==> src/rtl/spim_pkg.sv <==
package spim_pkg;
  localparam int RATE_W = 3;

  typedef struct packed {
    logic              err_ie;
    logic              rx_ie;
    logic              tx_ie;
    logic              one_wire_drive;
    logic              one_wire;
    logic              enable;
    logic              master;
    logic              lsb_first;
    logic              wide;
    logic              cpha;
    logic              cpol;
    logic [RATE_W-1:0] rate;
  } spim_cfg_t;

  localparam int CFG_W = $bits(spim_cfg_t);
endpackage

==> src/rtl/spim_clkgen.sv <==
module spim_clkgen #(
  parameter int RATE_W = 3
) (
  input  logic              clk,
  input  logic              rst,
  input  logic              run,
  input  logic [RATE_W-1:0] rate,
  output logic              tick
);
  localparam int CNT_W = (1 << RATE_W) - 1;

  logic [CNT_W-1:0] cnt;
  logic [CNT_W-1:0] lim;

  assign lim  = CNT_W'((1 << rate) - 1);
  assign tick = run && (cnt == lim);

  always_ff @(posedge clk) begin
    if (rst || !run) cnt <= '0;
    else if (cnt == lim) cnt <= '0;
    else cnt <= cnt + CNT_W'(1);
  end
endmodule

==> src/rtl/spim_shifter.sv <==
module spim_shifter #(
  parameter int DW = 16,
  parameter int SW = 8
) (
  input  logic          clk,
  input  logic          rst,
  input  logic          load,
  input  logic [DW-1:0] load_word,
  input  logic          wide,
  input  logic          lsb_first,
  input  logic          shift_en,
  input  logic          cap_en,
  input  logic          rx_bit,
  output logic          tx_bit,
  output logic [DW-1:0] rx_word
);
  logic [DW-1:0] tx_sh;
  logic [DW-1:0] rx_sh;
  logic [DW-1:0] rx_next;

  assign rx_next = lsb_first ? {rx_bit, rx_sh[DW-1:1]} : {rx_sh[DW-2:0], rx_bit};
  assign rx_word = wide      ? rx_next :
                   lsb_first ? DW'(rx_next[DW-1 -: SW]) : DW'(rx_next[SW-1:0]);
  assign tx_bit  = lsb_first ? tx_sh[0] : (wide ? tx_sh[DW-1] : tx_sh[SW-1]);

  always_ff @(posedge clk) begin
    if (rst) begin
      tx_sh <= '0;
      rx_sh <= '0;
    end else begin
      if (load) tx_sh <= load_word;
      else if (shift_en) tx_sh <= lsb_first ? (tx_sh >> 1) : (tx_sh << 1);
      if (load) rx_sh <= '0;
      else if (cap_en) rx_sh <= rx_next;
    end
  end
endmodule

==> src/rtl/spi_buffered_master.sv <==
module spi_buffered_master
  import spim_pkg::*;
#(
  parameter int DW = 16,
  parameter int SW = 8
) (
  input  logic             clk,
  input  logic             rst,
  input  logic             cfg_wr,
  input  logic [CFG_W-1:0] cfg_data,
  input  logic             wr_en,
  input  logic [DW-1:0]    wr_data,
  input  logic             rd_en,
  output logic [DW-1:0]    rd_data,
  input  logic             stat_rd,
  output logic             txe,
  output logic             rxne,
  output logic             busy,
  output logic             ovr,
  output logic             modf,
  output logic             irq_tx,
  output logic             irq_rx,
  output logic             irq_err,
  output logic             sck,
  output logic             mosi_o,
  output logic             mosi_oe,
  input  logic             mosi_i,
  input  logic             miso,
  input  logic             ss_n
);
  localparam int EW = $clog2(2 * DW);

  spim_cfg_t     cfg_q, cfg_act;
  logic [DW-1:0] tx_buf;
  logic [EW-1:0] edge_cnt, last_idx, samp_idx;
  logic          tick, fault, start, reload, load, ovr_armed;
  logic          samp_par, sample, shift_en, last_edge, rx_load, rx_src;
  logic [DW-1:0] rx_word;

  assign fault     = cfg_act.master && cfg_act.enable && !ss_n;
  assign start     = !busy && cfg_act.master && cfg_act.enable && !txe && !fault;
  assign last_idx  = cfg_act.wide ? EW'(2 * DW - 1) : EW'(2 * SW - 1);
  assign samp_idx  = cfg_act.cpha ? last_idx : last_idx - EW'(1);
  assign samp_par  = (edge_cnt[0] == cfg_act.cpha);
  assign sample    = tick && samp_par;
  assign shift_en  = tick && !samp_par && (edge_cnt != '0);
  assign last_edge = tick && (edge_cnt == last_idx);
  assign rx_load   = sample && (edge_cnt == samp_idx);
  assign reload    = last_edge && !txe;
  assign load      = start || reload;
  assign rx_src    = cfg_act.one_wire ? mosi_i : miso;

  assign irq_tx  = txe && cfg_act.tx_ie;
  assign irq_rx  = rxne && cfg_act.rx_ie;
  assign irq_err = (ovr || modf) && cfg_act.err_ie;
  assign mosi_oe = !cfg_act.one_wire || cfg_act.one_wire_drive;

  spim_clkgen #(.RATE_W(RATE_W)) clkgen_i (
    .clk (clk),
    .rst (rst),
    .run (busy),
    .rate(cfg_act.rate),
    .tick(tick)
  );

  spim_shifter #(.DW(DW), .SW(SW)) shifter_i (
    .clk      (clk),
    .rst      (rst),
    .load     (load),
    .load_word(tx_buf),
    .wide     (cfg_act.wide),
    .lsb_first(cfg_act.lsb_first),
    .shift_en (shift_en),
    .cap_en   (sample),
    .rx_bit   (rx_src),
    .tx_bit   (mosi_o),
    .rx_word  (rx_word)
  );

  always_ff @(posedge clk) begin
    if (rst) begin
      cfg_q     <= '0;
      cfg_act   <= '0;
      tx_buf    <= '0;
      txe       <= 1'b1;
      rxne      <= 1'b0;
      busy      <= 1'b0;
      ovr       <= 1'b0;
      ovr_armed <= 1'b0;
      modf      <= 1'b0;
      edge_cnt  <= '0;
      sck       <= 1'b0;
      rd_data   <= '0;
    end else begin
      if (cfg_wr) cfg_q <= spim_cfg_t'(cfg_data);
      // configuration reaches the engine only between transfers
      if (!busy && !start) begin
        cfg_act <= cfg_q;
        sck     <= cfg_q.cpol;
      end
      if (wr_en && txe) begin
        tx_buf <= wr_data;
        txe    <= 1'b0;
      end
      if (start) begin
        busy     <= 1'b1;
        txe      <= 1'b1;
        edge_cnt <= '0;
      end else if (tick) begin
        sck <= ~sck;
        if (edge_cnt == last_idx) begin
          edge_cnt <= '0;
          if (reload) txe <= 1'b1;
          else busy <= 1'b0;
        end else begin
          edge_cnt <= edge_cnt + EW'(1);
        end
      end
      // overrun clears on a data read that follows a status read
      if (stat_rd && ovr) ovr_armed <= 1'b1;
      if (rd_en && ovr_armed) begin
        ovr       <= 1'b0;
        ovr_armed <= 1'b0;
      end
      if (rx_load) begin
        rd_data <= rx_word;
        rxne    <= 1'b1;
        if (rxne && !rd_en) ovr <= 1'b1;
      end else if (rd_en) begin
        rxne <= 1'b0;
      end
      if (stat_rd && modf) modf <= 1'b0;
      if (fault) begin
        modf           <= 1'b1;
        cfg_q.master   <= 1'b0;
        cfg_q.enable   <= 1'b0;
        cfg_act.master <= 1'b0;
        cfg_act.enable <= 1'b0;
        busy           <= 1'b0;
        edge_cnt       <= '0;
        sck            <= cfg_act.cpol;
      end
    end
  end
endmodule

==> config.mk <==
export PLATFORM = sky130hd
export DESIGN_NAME = spi_buffered_master
export DESIGN_NICKNAME = d
export VERILOG_FILES = /design/src/rtl/spim_pkg.sv /design/src/rtl/spim_clkgen.sv /design/src/rtl/spim_shifter.sv /design/src/rtl/spi_buffered_master.sv
export SDC_FILE = /design/constraint.sdc
export NUM_CORES = 1
export LEC_CHECK = 0
export CAP_MARGIN = 20
export CORE_MARGIN = 2
export CORE_UTILIZATION = 50
export CTS_CLUSTER_SIZE = 8
export DETAILED_ROUTE_END_ITERATION = 10
export PLACE_DENSITY = 0.81
export SYNTH_ARGS = -nofsm -noshare
export SYNTH_HDL_FRONTEND = slang
export SYNTH_SLANG_ARGS = --single-unit
==> constraint.sdc <==
create_clock -name clk -period 2.7 [get_ports clk]
set_clock_uncertainty 0.05 [all_clocks]
set_input_delay 0.405 -clock clk [delete_from_list [all_inputs] [get_ports clk]]
set_output_delay 0.405 -clock clk [all_outputs]
set_load 0.05 [all_outputs]
==> After elaboration in Yosys (flattened, before gate mapping) <==
Cells that the tools add are included.
{ "totals": {"ff_bits": 111, "inputBits": 39, "elab_cells": 126} }
{ "op_classes": {"addsub": 4, "eq_ne": 5, "n_shift": 1, "n_mux": 31, "n_bitwise": 1, "reduce_logical": 47} }
{ "op_table": {"columns": ["cell", "count"], "rows": [
  ["$mux 16", 5],
  ["$logic_and 1x1->1", 22],
  ["$mux 1", 22],
  ["$mux 5", 3],
  ["$eq 5x5->1", 2],
  ["$reduce_bool 2->1", 5],
  ["$reduce_or 2->1", 5],
  ["$logic_not 1->1", 8],
  ["$mux 8", 1],
  ["$add 7x1->7 const B", 1],
  ["$eq 7x7->1", 1],
  ["$shl 1x3->7 const A", 1],
  ["$sub 7x2->7 const B", 1],
  ["$add 5x1->5 const B", 1],
  ["$reduce_bool 5->1", 1],
  ["$sub 5x1->5 const B", 1],
  ["$logic_or 1x1->1", 4],
  ["$reduce_and 3->1", 1],
  ["$reduce_or 3->1", 1],
  ["$ne 2x2->1 const B", 1],
  ["$eq 1x1->1", 1],
  ["$not 1->1", 1]
]} }

==> Longest topological paths before layout <==
{ "logic_depth": {"depth_word": 11, "mapped_depth": 12, "ltp_nobuf": 9} }

==> Cells and area by module <==
Synthesis repeated with hierarchy kept, for this count alone.
{ "unflattened": {"cells_unflattened": 569, "area_unflattened_um2": 5206.2} }
{ "by_module_without_submodules": {"columns": ["mod", "instances", "cells_each", "area_each_um2"], "rows": [
  ["spi_buffered_master", 1, 308, 2750.1],
  ["spim_shifter", 1, 204, 1938.1],
  ["spim_clkgen", 1, 57, 518.0]
]} }

==> Worst setup path before layout <==
Ideal clock, no wire load.
{ "synth_path": {"path_kind": "register to register", "from": "register cfg_act[2] in the netlist's numbering", "to": "register shifter_i.tx_sh[10]", "arrival_ns": 2.808, "required_time_ns": 2.523, "path_slack_ns": -0.284, "stages_incl_launch_ff": 12, "path_buffers": 2, "period_less_slack_ns": 2.984, "path_cell_list": "dfxtp_1 -> clkbuf_1 -> nor2_1 -> nand2_1 -> ha_1 -> xor2_1 -> nor4b_2 -> o311ai_4 -> a2111oi_4 -> buf_6 -> mux2i_1 -> o22ai_2"} }
{ "synth_via": {"elab_chain_cells": 8} }
{ "synth_lines": {"columns": ["item", "line_no", "rtl"], "rows": [
  ["from (decl)", "spi_buffered_master.sv:33", "spim_cfg_t cfg_q, cfg_act;"],
  ["from (signal assigned)", "spi_buffered_master.sv:98", "cfg_act <= cfg_q;"],
  ["$shl 1x3->7 (*)", "spim_clkgen.sv:15", "assign lim = CNT_W'((1 << rate) - 1);"],
  ["$sub 7x2->7 (*)", "spim_clkgen.sv:15", null],
  ["$eq 7x7->1 (*)", "spim_clkgen.sv:16", "assign tick = run && (cnt == lim);"],
  ["$logic_and 1x1->1 (*)", "spim_clkgen.sv:16", null],
  ["$logic_and 1x1->1", "spi_buffered_master.sv:47", "assign last_edge = tick && (edge_cnt == last_idx);"],
  ["$logic_and 1x1->1", "spi_buffered_master.sv:49", "assign reload = last_edge && !txe;"],
  ["$logic_or 1x1->1", "spi_buffered_master.sv:50", "assign load = start || reload;"],
  ["$mux 16 or $reduce_bool 2->1 (tied branches)", null, null],
  ["to (signal assigned)", "spim_shifter.sv:31", "if (load) tx_sh <= load_word;"],
  ["to (signal assigned)", "spim_shifter.sv:32", "else if (shift_en) tx_sh <= lsb_first ? (tx_sh >> 1) : (tx_sh << 1);"],
  ["to (decl)", "spim_shifter.sv:17", "logic [DW-1:0] tx_sh;"]
]} }
Mark *: on every way between the ends. The rest lies on a longest branch, timed or not.
A chain may end at the register's enable or synchronous reset.

==> Worst setup path in the final report <==
{ "layout_path": {"from": "register cfg_act[1] in the netlist's numbering", "to": "register shifter_i.rx_sh[15]"} }
{ "layout_via": {"elab_chain_cells": 8} }
{ "layout_lines": {"columns": ["item", "line_no", "rtl"], "rows": [
  ["$shl 1x3->7 (*)", "spim_clkgen.sv:15", null],
  ["$sub 7x2->7 (*)", "spim_clkgen.sv:15", null],
  ["$eq 7x7->1 (*)", "spim_clkgen.sv:16", null],
  ["$logic_and 1x1->1 (*)", "spim_clkgen.sv:16", null],
  ["$logic_and 1x1->1", "spi_buffered_master.sv:47", null],
  ["$logic_and 1x1->1", "spi_buffered_master.sv:49", null],
  ["$logic_or 1x1->1", "spi_buffered_master.sv:50", null],
  ["$reduce_or 2->1 (no source line)", null, null],
  ["to (signal assigned)", "spim_shifter.sv:34", "else if (cap_en) rx_sh <= rx_next;"],
  ["to (decl)", "spim_shifter.sv:18", "logic [DW-1:0] rx_sh;"]
]} }
Marked as above.

==> flow_metrics.env <==
export IMPL_outcome="finished, final reports clean"
export IMPL_synth_area_um2=5150
export IMPL_place_ws_ps=51.7
export IMPL_multi_input_comb_area_um2=2800
export IMPL_cts_hold_buf=0
export IMPL_cts_tree="yes"
export IMPL_met3_length_um=484
export IMPL_setup_viol=0
export IMPL_slew_headroom=0.571
export IMPL_grt_use_total=0.207
export IMPL_num_vias=4256
export IMPL_drt_pass1_iter_count=4
export IMPL_ys_async_sr_fraction=0
export IMPL_ant_nets=0
export IMPL_grt_pass1_wl_um=19100
export IMPL_synthTopCellsByArea="dfxtp_1 (43%), mux2i_1 (12%), nand2_1 (6.2%)"
export IMPL_numCtsBuffers=9
export IMPL_drtIter0Drc=168
export IMPL_grt_pass1_vias=4206
export IMPL_clk_latency_ps=370
export IMPL_cp_max_fo=15
export IMPL_nets=679
export IMPL_power_leakage_uw=0.00216
export IMPL_worst_slack_ps=112
export IMPL_route_detailed_wl_per_inst_um=14.9
export IMPL_ys_warn_count=0
export IMPL_wl_met1_um=5290
export IMPL_ys_ff_latch=111
export IMPL_hold_viol_final=0
export IMPL_synth_cells=576
export IMPL_grt_max_degree=64
export IMPL_hold_ws_ps=408
export IMPL_crit_path_start_kind="flop"
export IMPL_required_ps=2920
export IMPL_route_met2_wl_um=5580
export IMPL_routed_wl_um=11600
export IMPL_netlist_area_leader_share=0.431
export IMPL_powerDensity_nw_per_um2=480
export IMPL_dp_hpwl_um=7950
export IMPL_syn_num_nets=619
export IMPL_die_w_um=106
export IMPL_cts_root_buf="clkbuf_8"
export IMPL_die_y_um=106
export IMPL_vias_per_cell=5.48
export IMPL_rows=37
export IMPL_ios=66
export IMPL_diodes=0
export IMPL_cp_end_kind="flop"
export IMPL_finalCritPeriodShare=0.958
export IMPL_synth_cell_type_count=53
export IMPL_regArea_um2=2230
export IMPL_highest_layer="met4"
export IMPL_synth_common_cells="dfxtp_1 (111), nand2_1 (85), nor2_1 (67)"
export IMPL_synth_edf_count=0
export IMPL_syn_avg_cell_area_um2=8.95
export IMPL_synth_flop_cell="dfxtp_1"
export IMPL_vdd_drop_max_mv=0.308
export IMPL_start_util=0.506
export IMPL_synth_top_area_cell="dfxtp_1"
export IMPL_hp_class="flop to flop"
export IMPL_finalMaxSlewViolations=0
export IMPL_n_fill_cell=852
export IMPL_drc_errors=0
export IMPL_cts_sinks=111
export IMPL_drive_gt1_frac=0.134
export IMPL_areaGrowthSynthToFinish_pct=22.9
export IMPL_gp_congestion=0.854
export IMPL_clk_path_buf_depth=2
export IMPL_clkTransAtPathRegs_ps=110
export IMPL_critPathKind="flop to flop"
export IMPL_fin_crit_ps=2590
export IMPL_arrival_ps=2800
export IMPL_drv_cap=0
export IMPL_htree_num_levels=3
export IMPL_io_buffers=65
export IMPL_worst_pin_slew_ps=635
export IMPL_post_route_util=0.622
export IMPL_clock_fmax_ghz=0.386
export IMPL_fp_coreArea_um2=10200
export IMPL_gr_total_overflow=0
export IMPL_synthMostInstantiatedCell="dfxtp_1"
export IMPL_die_area_um2=11100
export IMPL_antenna_found_initial=0
export IMPL_synth_seq_area_share=0.431
==> power breakdown <==
part	switching [uW]	internal, uW
Combinational	152	136
Sequential	26.6	1670
Clock	604	453
==> critical path, cell delays in order (launching register included) <==
cell,delay [ps]
dfxtp_1,350
buf_4,180
or4_1,520
o211ai_2,100
a32oi_4,160
buf_4,190
a2111oi_4,340
buf_4,200
buf_12,140
mux2i_1,190
nor2_1,50
==> state kept, by name, summed over array words and instances (netlist names) <==
register,count
cfg_q,14
modf,1
ovr,1
clkgen_i.cnt,7
shifter_i.rx_sh,16
ovr_armed,1
rxne,1
txe,1
sck,1
edge_cnt,5
tx_buf,16
rd_data,16
shifter_i.tx_sh,16
busy,1
cfg_act,14
==> worst paths after layout <==
check	from	end	slack (ps)	cells past startpoint
min	cfg_q[0]	cfg_act[0]	410	2
min reg2reg	cfg_q[0]	cfg_act[0]	410	2
max reg2reg	cfg_act[1]	shifter_i.rx_sh[15]	110	10
max	cfg_act[1]	shifter_i.rx_sh[15]	110	10
==> kinds of logic (layout without fill, tap and decap cells) <==
logic type / count (synthesis) / in the layout / share of synthesized area
buf+inv: 51 / 116 / 0.0417
fa+ha+maj: 4 / 4 / 0.00971
mux: 78 / 78 / 0.155
simple gates: 205 / 205 / 0.178
flops: 111 / 111 / 0.431
compound gates: 115 / 115 / 0.164
xor+xnor: 12 / 12 / 0.0204
==> metrics by stage <==
| stage | power [uW] | TNS, ps | instances | instance area, um2 |
|---|---|---|---|---|
| finish | 3040 | 0 | 777 | 6340 |
| global route | 3140 | -23.4 | 777 | 6340 |
| CTS | 3060 | 0 | 775 | 6260 |
| detailed placement | 2020 | 0 | 759 | 6050 |
| global placement | 2010 | 0 | 759 | 6050 |
| floorplan | 1900 | 0 | 576 | 5190 |
==> placed cells by master (no fill, tap or decap), types with 4 or more instances in the layout <==
cell type	instances
dfxtp_1	108
nand2_1	85
nor2_1	66
clkdlybuf4s50_1	63
mux2i_1	62
a21oi_1	56
buf_4	19
a211oi_1	14
mux2_2	14
nand2b_1	13
inv_1	11
o22ai_2	10
nand3b_1	9
nand3_1	9
clkbuf_8	9
xor2_1	6
o21ai_0	5
o22ai_1	5
xnor2_1	5
and2_1	4
nor3_1	4
a311oi_1	4
buf_12	4
==> layer usage <==
layer  up-vias  global-route usage
li1       2113                   -
met2        98               0.343
met5         -                   0
met4         0              0.0959
met3        18              0.0396
met1      2027               0.262
==> area by class of cell <==
| class | count | share of cell area |
|---|---|---|
| tap | 136 | 0.0269 |
| timing repair buffer | 88 | 0.139 |
| clock buffer | 9 | 0.0195 |
| inverter | 12 | 0.00711 |
| clock inverter | 7 | 0.0138 |
| sequential | 111 | 0.351 |
| multi-input combinational | 414 | 0.442 |
==> what timing repair did <==
item / in CTS / in global routing
gates resized for setup: 0 / 8
setup endpoints to repair: 0 / 52
setup buffers: 0 / 1
(Power assumes the default switching activity.)
